**config.mk**
```make
export PLATFORM = sky130hd
export DESIGN_NAME = adc_avg_unit
export DESIGN_NICKNAME = d
export VERILOG_FILES = /design/src/rtl/adc_avg_pkg.sv /design/src/rtl/adc_avg_ctrl.sv /design/src/rtl/adc_avg_accum.sv /design/src/rtl/adc_avg_outreg.sv /design/src/rtl/adc_avg_unit.sv
export SDC_FILE = /design/constraint.sdc
export NUM_CORES = 1
export LEC_CHECK = 0
export BUFFER_PORTS_ARGS = -buffer_cell sky130_fd_sc_hd__buf_2
export CAP_MARGIN = 20
export CORE_ASPECT_RATIO = 0.6
export CORE_UTILIZATION = 29
export DETAILED_ROUTE_END_ITERATION = 7
export HOLD_SLACK_MARGIN = 0.05
export PLACE_DENSITY = 0.44
export SYNTH_ARGS = -nofsm -noshare
export SYNTH_HDL_FRONTEND = slang
export SYNTH_SLANG_ARGS = --single-unit
```
**constraint.sdc**
```tcl
create_clock -name clk -period 5.8 [get_ports clk]
set_clock_uncertainty 0.05 [all_clocks]
set_input_delay 0.58 -clock clk [delete_from_list [all_inputs] [get_ports clk]]
set_output_delay 0.58 -clock clk [all_outputs]
set_load 0.01 [all_outputs]
```
**src/rtl/adc_avg_pkg.sv**
```systemverilog
package adc_avg_pkg;
  localparam int DATA_W  = 10;
  localparam int STEP_W  = 3;
  localparam int SEL_W   = 3;
  localparam int MAX_LOG = 6;
  localparam int CNT_W   = MAX_LOG;
  localparam int ACC_W   = DATA_W + MAX_LOG;
  localparam int SH_W    = 3;

  // Map the control field to a shift amount, saturating at MAX_LOG.
  function automatic logic [SH_W-1:0] sel_to_shift(input logic [SEL_W-1:0] sel);
    if (int'(sel) > MAX_LOG) return SH_W'(MAX_LOG);
    return SH_W'(sel);
  endfunction
endpackage

```
**src/rtl/adc_avg_ctrl.sv**
```systemverilog
module adc_avg_ctrl
  import adc_avg_pkg::*;
(
  input  logic              clk,
  input  logic              rst_n,
  input  logic [SEL_W-1:0]  avg_sel,
  input  logic              accept,
  output logic [SH_W-1:0]   eff_shift,
  output logic              last,
  output logic [CNT_W-1:0]  cnt_q,
  output logic [SH_W-1:0]   act_q
);
  localparam int LIM_W = CNT_W + 1;

  logic [LIM_W-1:0] grp_len;

  // A new factor is adopted only when no group is in progress.
  assign eff_shift = (cnt_q == '0) ? sel_to_shift(avg_sel) : act_q;
  assign grp_len   = {{CNT_W{1'b0}}, 1'b1} << eff_shift;
  assign last      = ({1'b0, cnt_q} == (grp_len - LIM_W'(1)));

  always_ff @(posedge clk or negedge rst_n) begin
    if (!rst_n) begin
      cnt_q <= '0;
      act_q <= '0;
    end else if (accept) begin
      if (cnt_q == '0) act_q <= eff_shift;
      cnt_q <= last ? '0 : cnt_q + CNT_W'(1);
    end
  end
endmodule

```
**src/rtl/adc_avg_accum.sv**
```systemverilog
module adc_avg_accum
  import adc_avg_pkg::*;
(
  input  logic              clk,
  input  logic              rst_n,
  input  logic              accept,
  input  logic              last,
  input  logic [DATA_W-1:0] din,
  input  logic [SH_W-1:0]   eff_shift,
  output logic [DATA_W-1:0] avg
);
  logic [ACC_W-1:0] acc_q;
  logic [ACC_W-1:0] sum_next;
  logic [ACC_W-1:0] scaled;

  assign sum_next = acc_q + ACC_W'(din);
  assign scaled   = sum_next >> eff_shift;
  assign avg      = scaled[DATA_W-1:0];

  always_ff @(posedge clk or negedge rst_n) begin
    if (!rst_n)      acc_q <= '0;
    else if (accept) acc_q <= last ? '0 : sum_next;
  end
endmodule

```
**src/rtl/adc_avg_outreg.sv**
```systemverilog
module adc_avg_outreg
  import adc_avg_pkg::*;
(
  input  logic              clk,
  input  logic              rst_n,
  input  logic              load,
  input  logic [DATA_W-1:0] ld_data,
  input  logic [STEP_W-1:0] ld_step,
  input  logic              out_ready,
  output logic              out_valid,
  output logic [DATA_W-1:0] out_data,
  output logic [STEP_W-1:0] out_step
);
  always_ff @(posedge clk or negedge rst_n) begin
    if (!rst_n) begin
      out_valid <= 1'b0;
      out_data  <= '0;
      out_step  <= '0;
    end else if (load) begin
      out_valid <= 1'b1;
      out_data  <= ld_data;
      out_step  <= ld_step;
    end else if (out_ready) begin
      out_valid <= 1'b0;
    end
  end
endmodule

```
**src/rtl/adc_avg_unit.sv**
```systemverilog
module adc_avg_unit
  import adc_avg_pkg::*;
(
  input  logic              clk,
  input  logic              rst_n,
  input  logic [SEL_W-1:0]  avg_sel,
  input  logic              in_valid,
  output logic              in_ready,
  input  logic [DATA_W-1:0] in_data,
  input  logic [STEP_W-1:0] in_step,
  output logic              out_valid,
  input  logic              out_ready,
  output logic [DATA_W-1:0] out_data,
  output logic [STEP_W-1:0] out_step
);
  logic              accept;
  logic              last;
  logic [SH_W-1:0]   eff_shift;
  logic [CNT_W-1:0]  grp_cnt;
  logic [SH_W-1:0]   grp_shift;
  logic [DATA_W-1:0] avg;

  assign in_ready = !out_valid || out_ready;
  assign accept   = in_valid && in_ready;

  adc_avg_ctrl u_ctrl (
    .clk(clk), .rst_n(rst_n), .avg_sel(avg_sel), .accept(accept),
    .eff_shift(eff_shift), .last(last), .cnt_q(grp_cnt), .act_q(grp_shift)
  );

  adc_avg_accum u_accum (
    .clk(clk), .rst_n(rst_n), .accept(accept), .last(last),
    .din(in_data), .eff_shift(eff_shift), .avg(avg)
  );

  adc_avg_outreg u_out (
    .clk(clk), .rst_n(rst_n), .load(accept && last), .ld_data(avg),
    .ld_step(in_step), .out_ready(out_ready), .out_valid(out_valid),
    .out_data(out_data), .out_step(out_step)
  );
endmodule

```
; ---- Word level (Yosys, flattened, before mapping)
; Cells that the tools add are included.
[word_totals]
in_bits = 20
reg_bits = 39
out_inout_bits = 15
elab_cells = 28
[classes]
shifts = 2
reduce_logical = 7
magnitude_cmp = 1
n_eq_ne = 1
n_mux = 8
addsub = 3
[ops]
columns = cell, n
row1 = $add 16x10->16, 1
row2 = $mux 16, 1
row3 = $shr 16x3->10, 1
row4 = $mux 3, 3
row5 = $eq 6x7->1, 1
row6 = $shl 1x3->7 const A, 1
row7 = $sub 7x1->7 const B, 1
row8 = $add 6x1->6 const B, 1
row9 = $logic_not 6->1, 1
row10 = $mux 6, 1
row11 = $gt 3x3->1 const B, 1
row12 = $mux 1, 3
row13 = $logic_and 1x1->1, 2
row14 = $reduce_and 2->1, 1
row15 = $reduce_bool 2->1, 1
row16 = $logic_not 1->1, 1
row17 = $logic_or 1x1->1, 1

; ---- Logic depth before layout (Yosys ltp)
; Gate-level depths: netlist (run 1).
[logic_depth]
word_depth = 9
depth_mapped = 18
ltp_nobuf = 14

; ---- Cells and area by module
; Synthesis (run 1) repeated with hierarchy kept, for this count alone.
[unflattened]
hier_cells = 389
area_unflattened_um2 = 3459.6
[modules_own_cells]
columns = mod, seq_area_each_um2, cells_each, instances, area_per_inst_um2
row1 = adc_avg_accum, 400.4, 235, 1, 1909.3
row2 = adc_avg_ctrl, 225.2, 121, 1, 1003.5
row3 = adc_avg_outreg, 350.3, 30, 1, 520.5
row4 = adc_avg_unit, 0.0, 3, 1, 26.3

; ---- Worst setup path after synthesis (run 1)
; No wires, ideal clock.
[synth_timing]
path_kind = register to register
startpoint = reg u_ctrl.cnt_q[2]
endpoint = reg u_out.out_data[0]
setup_ns = 0.125
stages_incl_launch_ff = 17
t_arrival_ns = 3.564
period_less_slack_ns = 3.739
path_buffers = 4
required_time_ns = 5.625
slack_ns = 2.061
cell_sequence = dfrtp_1 nor4_2 nand2_1 a21o_1 clkbuf_1 o21ai_0 ha_1 clkbuf_1 nand2_1 o21ai_0 mux2i_1 xor2_1 and4_1 buf_6 nand2_4 buf_6 mux2_4
[synth_via]
elab_chain_len = 6
elab_cells_between_ends = 7
cone_classes = add/sub: 1 / eq/ne: 1 / shift: 2 / mux: 1 / reduce/logical: 2
[synth_lines]
columns = item, line
row1 = "start, declared", adc_avg_ctrl.sv:10  ; output logic [CNT_W-1:0] cnt_q,
row2 = "start signal, assigned", adc_avg_ctrl.sv:28  ; cnt_q <= last ? '0 : cnt_q + CNT_W'(1);
row3 = $logic_not 6->1, adc_avg_ctrl.sv:18  ; assign eff_shift = (cnt_q == '0) ? sel_to_shift(avg_sel) : act_q;
row4 = $mux 3, adc_avg_ctrl.sv:18
row5 = $shl 1x3->7, adc_avg_ctrl.sv:19  ; assign grp_len = {{CNT_W{1'b0}}, 1'b1} << eff_shift;
row6 = $sub 7x1->7, adc_avg_ctrl.sv:20  ; assign last = ({1'b0, cnt_q} == (grp_len - LIM_W'(1)));
row7 = $eq 6x7->1, adc_avg_ctrl.sv:20
row8 = $logic_and 1x1->1, adc_avg_unit.sv:37  ; .clk(clk), .rst_n(rst_n), .load(accept && last), .ld_data(avg),
row9 = "end signal, assigned", adc_avg_outreg.sv:21  ; out_data <= ld_data;
row10 = "end, declared", adc_avg_outreg.sv:11  ; output logic [DATA_W-1:0] out_data,
; Several ways; a longest one is shown, not always the timed one.
; A chain may end at the register's enable or synchronous reset.

; ---- Worst setup path after layout (run 1)
[layout_timing]
startpoint = reg u_ctrl.cnt_q[2]
endpoint = reg u_out.out_data[6]
; The elaborated chain is that of the path after synthesis.

==> results.md, run 1 <==
- Outcome: finished clean
- Vias in the first global route: 2797
- Die Wd: about 140 um
- Crit-path max FO: 18
- Netlist Area Pre-Place: 3220 um^2
- Setup crit end kind: flip-flop
- ANT nets after route: 0
- Clk_lat worst skew: approximately 0.29 ns
- N_diodes: 0
- Yosys reg bits: 39
- Pwr dens: 660 nW/um^2
- Num CTS Buffers: 5
- Die Area: 11500 um^2
- CP Data Arrival Time: approximately 4.8 ns
- Primary FF master, synth: dfrtp_1
- Setup TNS: 0 ns
- # port buffers: 34
- Normalized max-slew margin: 37.6%
- RSZ-0062 raised after global routing: false
- Max-capacitance violation count: 0
- Worst-margin pin slew: 0.937 ns
- LEAKAGE: 1.62 nW
- All-layer global routing usage: about 17%
- CORE AREA: around 11000 um^2
- Core Util, Final: 33.9%
- Post-synth cell types: 60
- Routed vias: 2938
- Startpoint Class: flip-flop
- Synth warn: 0
- Routed WL: 9.21 mm
- CTS root buffer: clkbuf_16
- Deepest clock path buffer count: 2
- Final min period: 4.67 ns
- Reg2reg path depth: 12
- Cts hold-fix bufs: 0
- Setup Fix Bufs, Post-CTS: 0
- Worst R2R Start: u_ctrl.cnt_q[2]
- Largest net degree at the start of global routing: 40
- Fmax: 214 MHz
- Sink Count: 39
- Period utilization: about 80%
- # nets final: 434
- # DRC: 0
- Routed length per instance: 17.1 um
- Crit path launch: u_ctrl.cnt_q[2]
- Cell row count: 29
- Seq. cell area: approximately 1000 um^2
- P&R area growth vs syn: 12.4%
- FF-to-FF End: u_out.out_data[6]
- Fillers: 1113
- Seq/Total Area, Yosys: 30.3%
- Remaining Overflow, GRT: 0
- Hold Crit Class: primary input to asynchronous set/reset pin
- Layout cell share with drive strength beyond 1: 17.7%
- Post-DP HPWL: 6.89 mm
- Final hold vios: 0
- Resize count post-CTS: 0
- First-pass GRT wire length: around 15 mm
- Syn nets: 414
- CP required: between 5 and 6 ns
- Die Y: 83.6 um
- H-tree Lvls: 2
- Starting Density: 30.2%
- Worst-path clk slew: 0.07 ns
- IO Pins: 35
- First-pass DRT Iterations: 4
- Final WS setup: 1.13 ns
- Multi-input logic area: 2090 um^2
- Dpl ws: ~1.2 ns
- Reg2Reg Setup Slack: about 1.1 ns
- Gate Count Post-Synth: between 300 and 400
- Avg Cell Area, Syn: 8.47 um^2
- Routability cong.: 0.847
- CTS tree: done
- Setup violators final: 0
- CP Class: flip-flop to flip-flop
- Max Slew Vio Count: 0
- Iteration-0 DRC Markers: 196
- Initial antenna violation count: 0
- Post-synth EDFFs: 0
- Max rail drop VDD: 0.187 mV
- Ys async rst share: 100%
- Drt via density: 5.44
-- worst max-delay path by stage --
stage	end	slack, ns
2_1_floorplan	u_out.out_data[0]	2.06
3_3_place_gp	u_out.out_data[2]	1.32
3_5_place_dp	u_out.out_data[6]	1.18
4_1_cts	u_out.out_data[6]	1.17
5_1_grt	u_out.out_data[6]	0.77
6_report	u_out.out_data[6]	1.13
-- critical path: stages, from the launching register on --
cell     delay, ns
dfrtp_1       0.47
nor4_2        0.71
nand2_1       0.27
a21o_1        0.41
o21ai_0       0.15
ha_1          0.37
nand2_1       0.08
o21ai_0       0.22
mux2i_1       0.25
xor2_1        0.15
and4_1        0.74
nand2_4       0.29
mux2_4        0.37
-- placed cells by master, fill, tap and decap left out, drive strengths merged, types with 7 or more instances in the layout --
cell type  count
nand2b         8
a21oi         21
ha            13
nand3          8
o21ai         22
nor3           9
xor2          10
mux2          15
dfrtp         39
buf           38
a22o           8
nand2         47
o211ai        11
and3           7
inv           10
o31ai         12
a21o           8
nor2          30
-- power by group --
group | internal [mW] | total (mW) | switching, mW
clock | 0.159 | 0.277 | 0.118
combinational | 0.634 | 1.57 | 0.934
sequential | 0.394 | 0.543 | 0.149
total | 1.19 | 2.39 | 1.20
-- stage by stage --
stage          power (mW)  instances  area, um^2  hold WS [ns]
2_1_floorplan        1.69        380        3220         0.234
3_3_place_gp         2.10        532        3470         0.422
3_5_place_dp         2.10        532        3470         0.426
4_1_cts              2.39        540        3620         0.427
5_1_grt              2.63        540        3620         0.451
6_report             2.39        540        3620         0.362
-- cell families (layout without fill, tap and decap cells) --
| family | Yosys count | count (layout) | share of synthesized area, % |
|---|---|---|---|
| buffers and inverters | 35 | 56 | 4.78 |
| muxes | 21 | 21 | 8.32 |
| and+or+nand+nor | 132 | 132 | 20.2 |
| AOI/OAI and AO/OA | 123 | 123 | 26.3 |
| adders and majority gates | 14 | 14 | 5.68 |
| DFF | 39 | 39 | 30.3 |
| xor gates and xnor gates | 16 | 16 | 4.36 |
-- cell usage after synthesis, types with 7 or more instances --
library cell	count	area, um^2
a21oi_1	21	105
nor2_1	28	105
xor2_1	10	87.6
and3_1	7	43.8
nor3_1	9	45.0
a22o_1	8	70.1
o211ai_1	11	82.6
clkbuf_1	16	60.1
a21o_1	8	60.1
nand3_1	8	40.0
o31ai_1	12	90.1
mux2_4	7	105
o21ai_0	22	110
nand2b_1	8	50.1
mux2_2	8	90.1
dfrtp_1	39	976
inv_1	10	37.5
ha_1	13	163
nand2_1	46	173
-- area by class of cell --
| cell class | count | share of cell area, % |
|---|---|---|
| multi-input combinational | 306 | 57.7 |
| inverter | 10 | 1.04 |
| clock buffer | 6 | 3.56 |
| clock inverter | 2 | 0.346 |
| timing repair buffer | 38 | 5.54 |
| sequential | 39 | 27.0 |
| tap | 139 | 4.81 |
-- flip-flops by register name, summed over array words and instances, names as in the netlist --
name	flops
u_out.out_step	3
u_accum.acc_q	16
u_ctrl.act_q	3
u_out.out_data	10
u_out.out_valid	1
u_ctrl.cnt_q	6
-- per-layer routing --
metal / global-route usage (%) / routed length [um] / vias up
met5: 0 / 0 / -
met1: 27.1 / 5140 / 1402
met3: 3.95 / 503 / 5
met2: 22.6 / 3510 / 68
met4: 3.26 / 52 / 0
li1: - / - / 1463
Power figures use the tool's default switching activity.
==> run 2, diff against run 1 <==
ABC_AREA = 1   (was not set)
PLACE_DENSITY = 0.46   (was 0.44)
clock period = 3.9 ns   (was 5.8 ns; I/O delays follow)
==> run 2 against run 1 <==
Fmax is 40% higher. Die area is 3.2% higher. Global-route usage is 1.3 points higher. Area after synthesis is 3.3% higher. Core utilization is 0.85 points higher. Non-clock buffer count is 1 lower. Synthesized cell count is 39% higher. Cell count is 29% higher. Highest routed layer unchanged.
==> results.md, run 2 <==
- Outcome: finished clean (unchanged)
- Syn nets: 562 (was 414)
- Switch Pwr: 1.61 mW (was 1.20 mW)
- All-layer global routing usage: 18.3% (was 17.1%)
- Seq pwr share: 23.1% (was 22.7%)
- H-tree Lvls: 2 (unchanged)
- Drt via density: 4.94 (was 5.44)
- Netlist Area Pre-Place: 3320 um^2 (was 3220 um^2)
- Setup crit end kind: flip-flop (unchanged)
- IO Pins: 35 (unchanged)
- Num CTS Buffers: 5 (unchanged)
- Normalized max-slew margin: 52.4% (was 37.6%)
- Crit-path max FO: 18 (unchanged)
- Clk_lat worst skew: 0.30 ns (was 0.29 ns)
- Routed WL: 10.2 mm (was 9.21 mm)
- Post-synth EDFFs: 0 (unchanged)
- Sw Ratio: 52.7% (was 50.3%)
- # nets final: 592 (was 434)
- Remaining Overflow, GRT: 0 (unchanged)
- Post-DP HPWL: 7.74 mm (was 6.89 mm)
- RSZ-0062 raised after global routing: false (unchanged)
- Avg Cell Area, Syn: 6.29 um^2 (was 8.47 um^2)
- Setup violators final: 0 (unchanged)
- Die Y: 84.9 um (was 83.6 um)
- Cts hold-fix bufs: 0 (unchanged)
- Reg2reg path depth: 17 (was 12)
- Worst-path clk slew: 0.07 ns (about the same)
- Deepest clock path buffer count: 2 (unchanged)
- Routability cong.: 0.886 (was 0.847)
- Regs by FF count: u_accum.acc_q (16), u_out.out_data (10), u_ctrl.cnt_q (6) (unchanged)
- Routed vias: 3446 (was 2938)
- Iteration-0 DRC Markers: 336 (was 196)
- Post-synth top area share: 29.4% (was 30.3%)
- Post-synth cell types: 30 (was 60)
- P&R area growth vs syn: 13.5% (was 12.4%)
- Resize count post-CTS: 0 (unchanged)
- Layout cell share with drive strength beyond 1: 11.4% (was 17.7%)
- N_diodes: 0 (unchanged)
- Setup TNS: 0 ns (unchanged)
- Vias in the first global route: 3233 (was 2797)
- Cell row count: 29 (unchanged)
- Final hold vios: 0 (unchanged)
- CP Class: flip-flop to flip-flop (unchanged)
- Inst Count DP: 689 (was 532)
- Int Power: 1.45 mW (was 1.19 mW)
- Ys async rst share: 100% (unchanged)
- Initial antenna violation count: 0 (unchanged)
- Largest area contributor in the netlist: dfrtp_1 (unchanged)
- Synth warn: 0 (unchanged)
- Post-route insts no fill: 698 (was 540)
- Setup Fix Bufs, Post-CTS: 0 (unchanged)
- Clock power frac: 13.9% (was 11.6%)
- Gate Count Post-Synth: 528 (was 380)
- Yosys reg bits: 39 (unchanged)
- Worst-margin pin slew: 0.713 ns (was 0.937 ns)
- Worst Hold Slack: 0.0419 ns (was 0.362 ns)
- Startpoint Class: flip-flop (unchanged)
- First-pass GRT wire length: 17.0 mm (was 15.3 mm)
- Primary FF master, synth: dfrtp_1 (unchanged)
- Max Slew Vio Count: 0 (unchanged)
- Most common cell in the netlist: nand2_1 (unchanged)
- Most frequent cells in the layout: nand2_1, nand3_1, inv_1 (was nand2_1, dfrtp_1, buf_2)
- Post-synth top cells: nand2_1, nand3_1, inv_1 (was nand2_1, dfrtp_1, nor2_1)
- Largest net degree at the start of global routing: 40 (unchanged)
- Fmax: 301 MHz (was 214 MHz)
- Die Wd: 140 um (was 138 um)
- Pwr dens: 811 nW/um^2 (was 660 nW/um^2)
- # DRC: 0 (unchanged)
- Comb power frac: 63.0% (was 65.7%)
- DP Area: 3600 um^2 (was 3470 um^2)
- Starting Density: 30.6% (was 30.2%)
- Sink Count: 39 (unchanged)
- Hold Crit Class: primary input to asynchronous set/reset pin (unchanged)
- ANT nets after route: 0 (unchanged)
- Routed length per instance: 14.6 um (was 17.1 um)
- Max-capacitance violation count: 0 (unchanged)
- Die Area: 11900 um^2 (was 11500 um^2)
- Max reg flops: 16 (unchanged)
- CORE AREA: 10800 um^2 (was 10700 um^2)
- Largest Register: u_accum.acc_q (unchanged)
- Synth area leaders: dfrtp_1, nand2_1, nand3_1 (was dfrtp_1, nand2_1, ha_1)
- Post-route cell area: 3770 um^2 (was 3620 um^2)
- Most common cell after layout, fill and taps aside: nand2_1 (unchanged)
- LEAKAGE: 2.12 nW (was 1.62 nW)
- # port buffers: 34 (unchanged)
- Final min period: 3.32 ns (was 4.67 ns)
- CTS root buffer: clkbuf_16 (unchanged)
- Seq/Total Area, Yosys: 29.4% (was 30.3%)
- Max rail drop VDD: 0.246 mV (was 0.187 mV)
- CTS tree: done (unchanged)
- CP required: 4.08 ns (was 5.92 ns)
- CP Data Arrival Time: 3.51 ns (was 4.79 ns)
- Period utilization: 85.2% (was 80.5%)
- First-pass DRT Iterations: 5 (was 4)
[run 2: changes by cell type after synthesis, sizes merged, moves of 11 or more]
cell	previous run	this run
nand2	47	208
nand3	8	99
inv	10	68
mux2	15	0
a21oi	21	7
clkbuf	16	3
nand4	4	16
o31ai	12	0
o211ai	11	0
[run 2: final timing paths]
kind | endpoint | slack (ns) | from
worst max-delay path | u_out.out_data[6] | 0.58 | u_ctrl.cnt_q[0]
worst min-delay path | u_accum.acc_q[9] | 0.04 | rst_n
worst max register to register | u_out.out_data[6] | 0.58 | u_ctrl.cnt_q[0]
worst min register to register | u_out.out_data[4] | 0.43 | u_out.out_data[4]
max in group asynchronous | u_accum.acc_q[0] | 3.24 | rst_n
min in group clk | u_out.out_step[2] | 0.25 | in_step[2]
[run 2: area by class of cell]
cell class / instances / area [um^2]
fill: 1198 / 7080
multi-input combinational: 407 / 2010
timing repair buffer: 37 / 213
inverter: 68 / 255
tap: 139 / 174
clock inverter: 3 / 20.0
clock buffer: 5 / 125
sequential: 39 / 976
[run 2: power groups by stage]
stage	Sequential, mW	Clock [mW]	Combinational [mW]
2_1_floorplan	0.686	0	1.43
3_3_place_gp	0.708	0	1.90
3_5_place_dp	0.711	0	1.90
4_1_cts	0.706	0.442	1.91
5_1_grt	0.735	0.454	2.20
6_report	0.707	0.425	1.93
[run 2: layer usage]
layer	routed length, um	track usage [%]
met1	5700	28.8
met2	3840	25.5
met3	576	3.16
met4	86	3.80
met5	0	0
[run 2: through the flow]
| step | total power, mW | worst slack, ns | util, % |
|---|---|---|---|
| global placement | 2.61 | 0.674 | 33.2 |
| detailed placement | 2.61 | 0.585 | 33.2 |
| floorplan | 2.12 | 0.939 | - |
| global route | 3.39 | 0.163 | 34.7 |
| CTS | 3.06 | 0.573 | 34.5 |
| finish | 3.06 | 0.576 | 34.7 |
[run 2: worst max-delay path, cell delays in order (launching register included)]
cell and delay (ns):
dfrtp_1 0.41, inv_1 0.12, ha_1 0.25, inv_1 0.07
nor2_2 0.14, nand4_1 0.15, nand2_2 0.31, nand3_1 0.16
ha_1 0.32, xor2_1 0.20, nand4_1 0.12, nand2_1 0.09
nand2_1 0.08, nor2_4 0.15, nand2_4 0.17, nor2_4 0.31
nand2_1 0.09, nand2_1 0.07
[run 2: cells by family (layout without fill, tap and decap cells)]
logic type,Yosys count,count (layout),synth area share [%]
AOI/OAI and AO/OA,27,27,4.41
xor gates and xnor gates,6,6,1.58
adders and majority gates,14,14,5.50
buffers and inverters,82,113,10.2
DFF,39,39,29.4
and+or+nand+nor,360,360,48.9
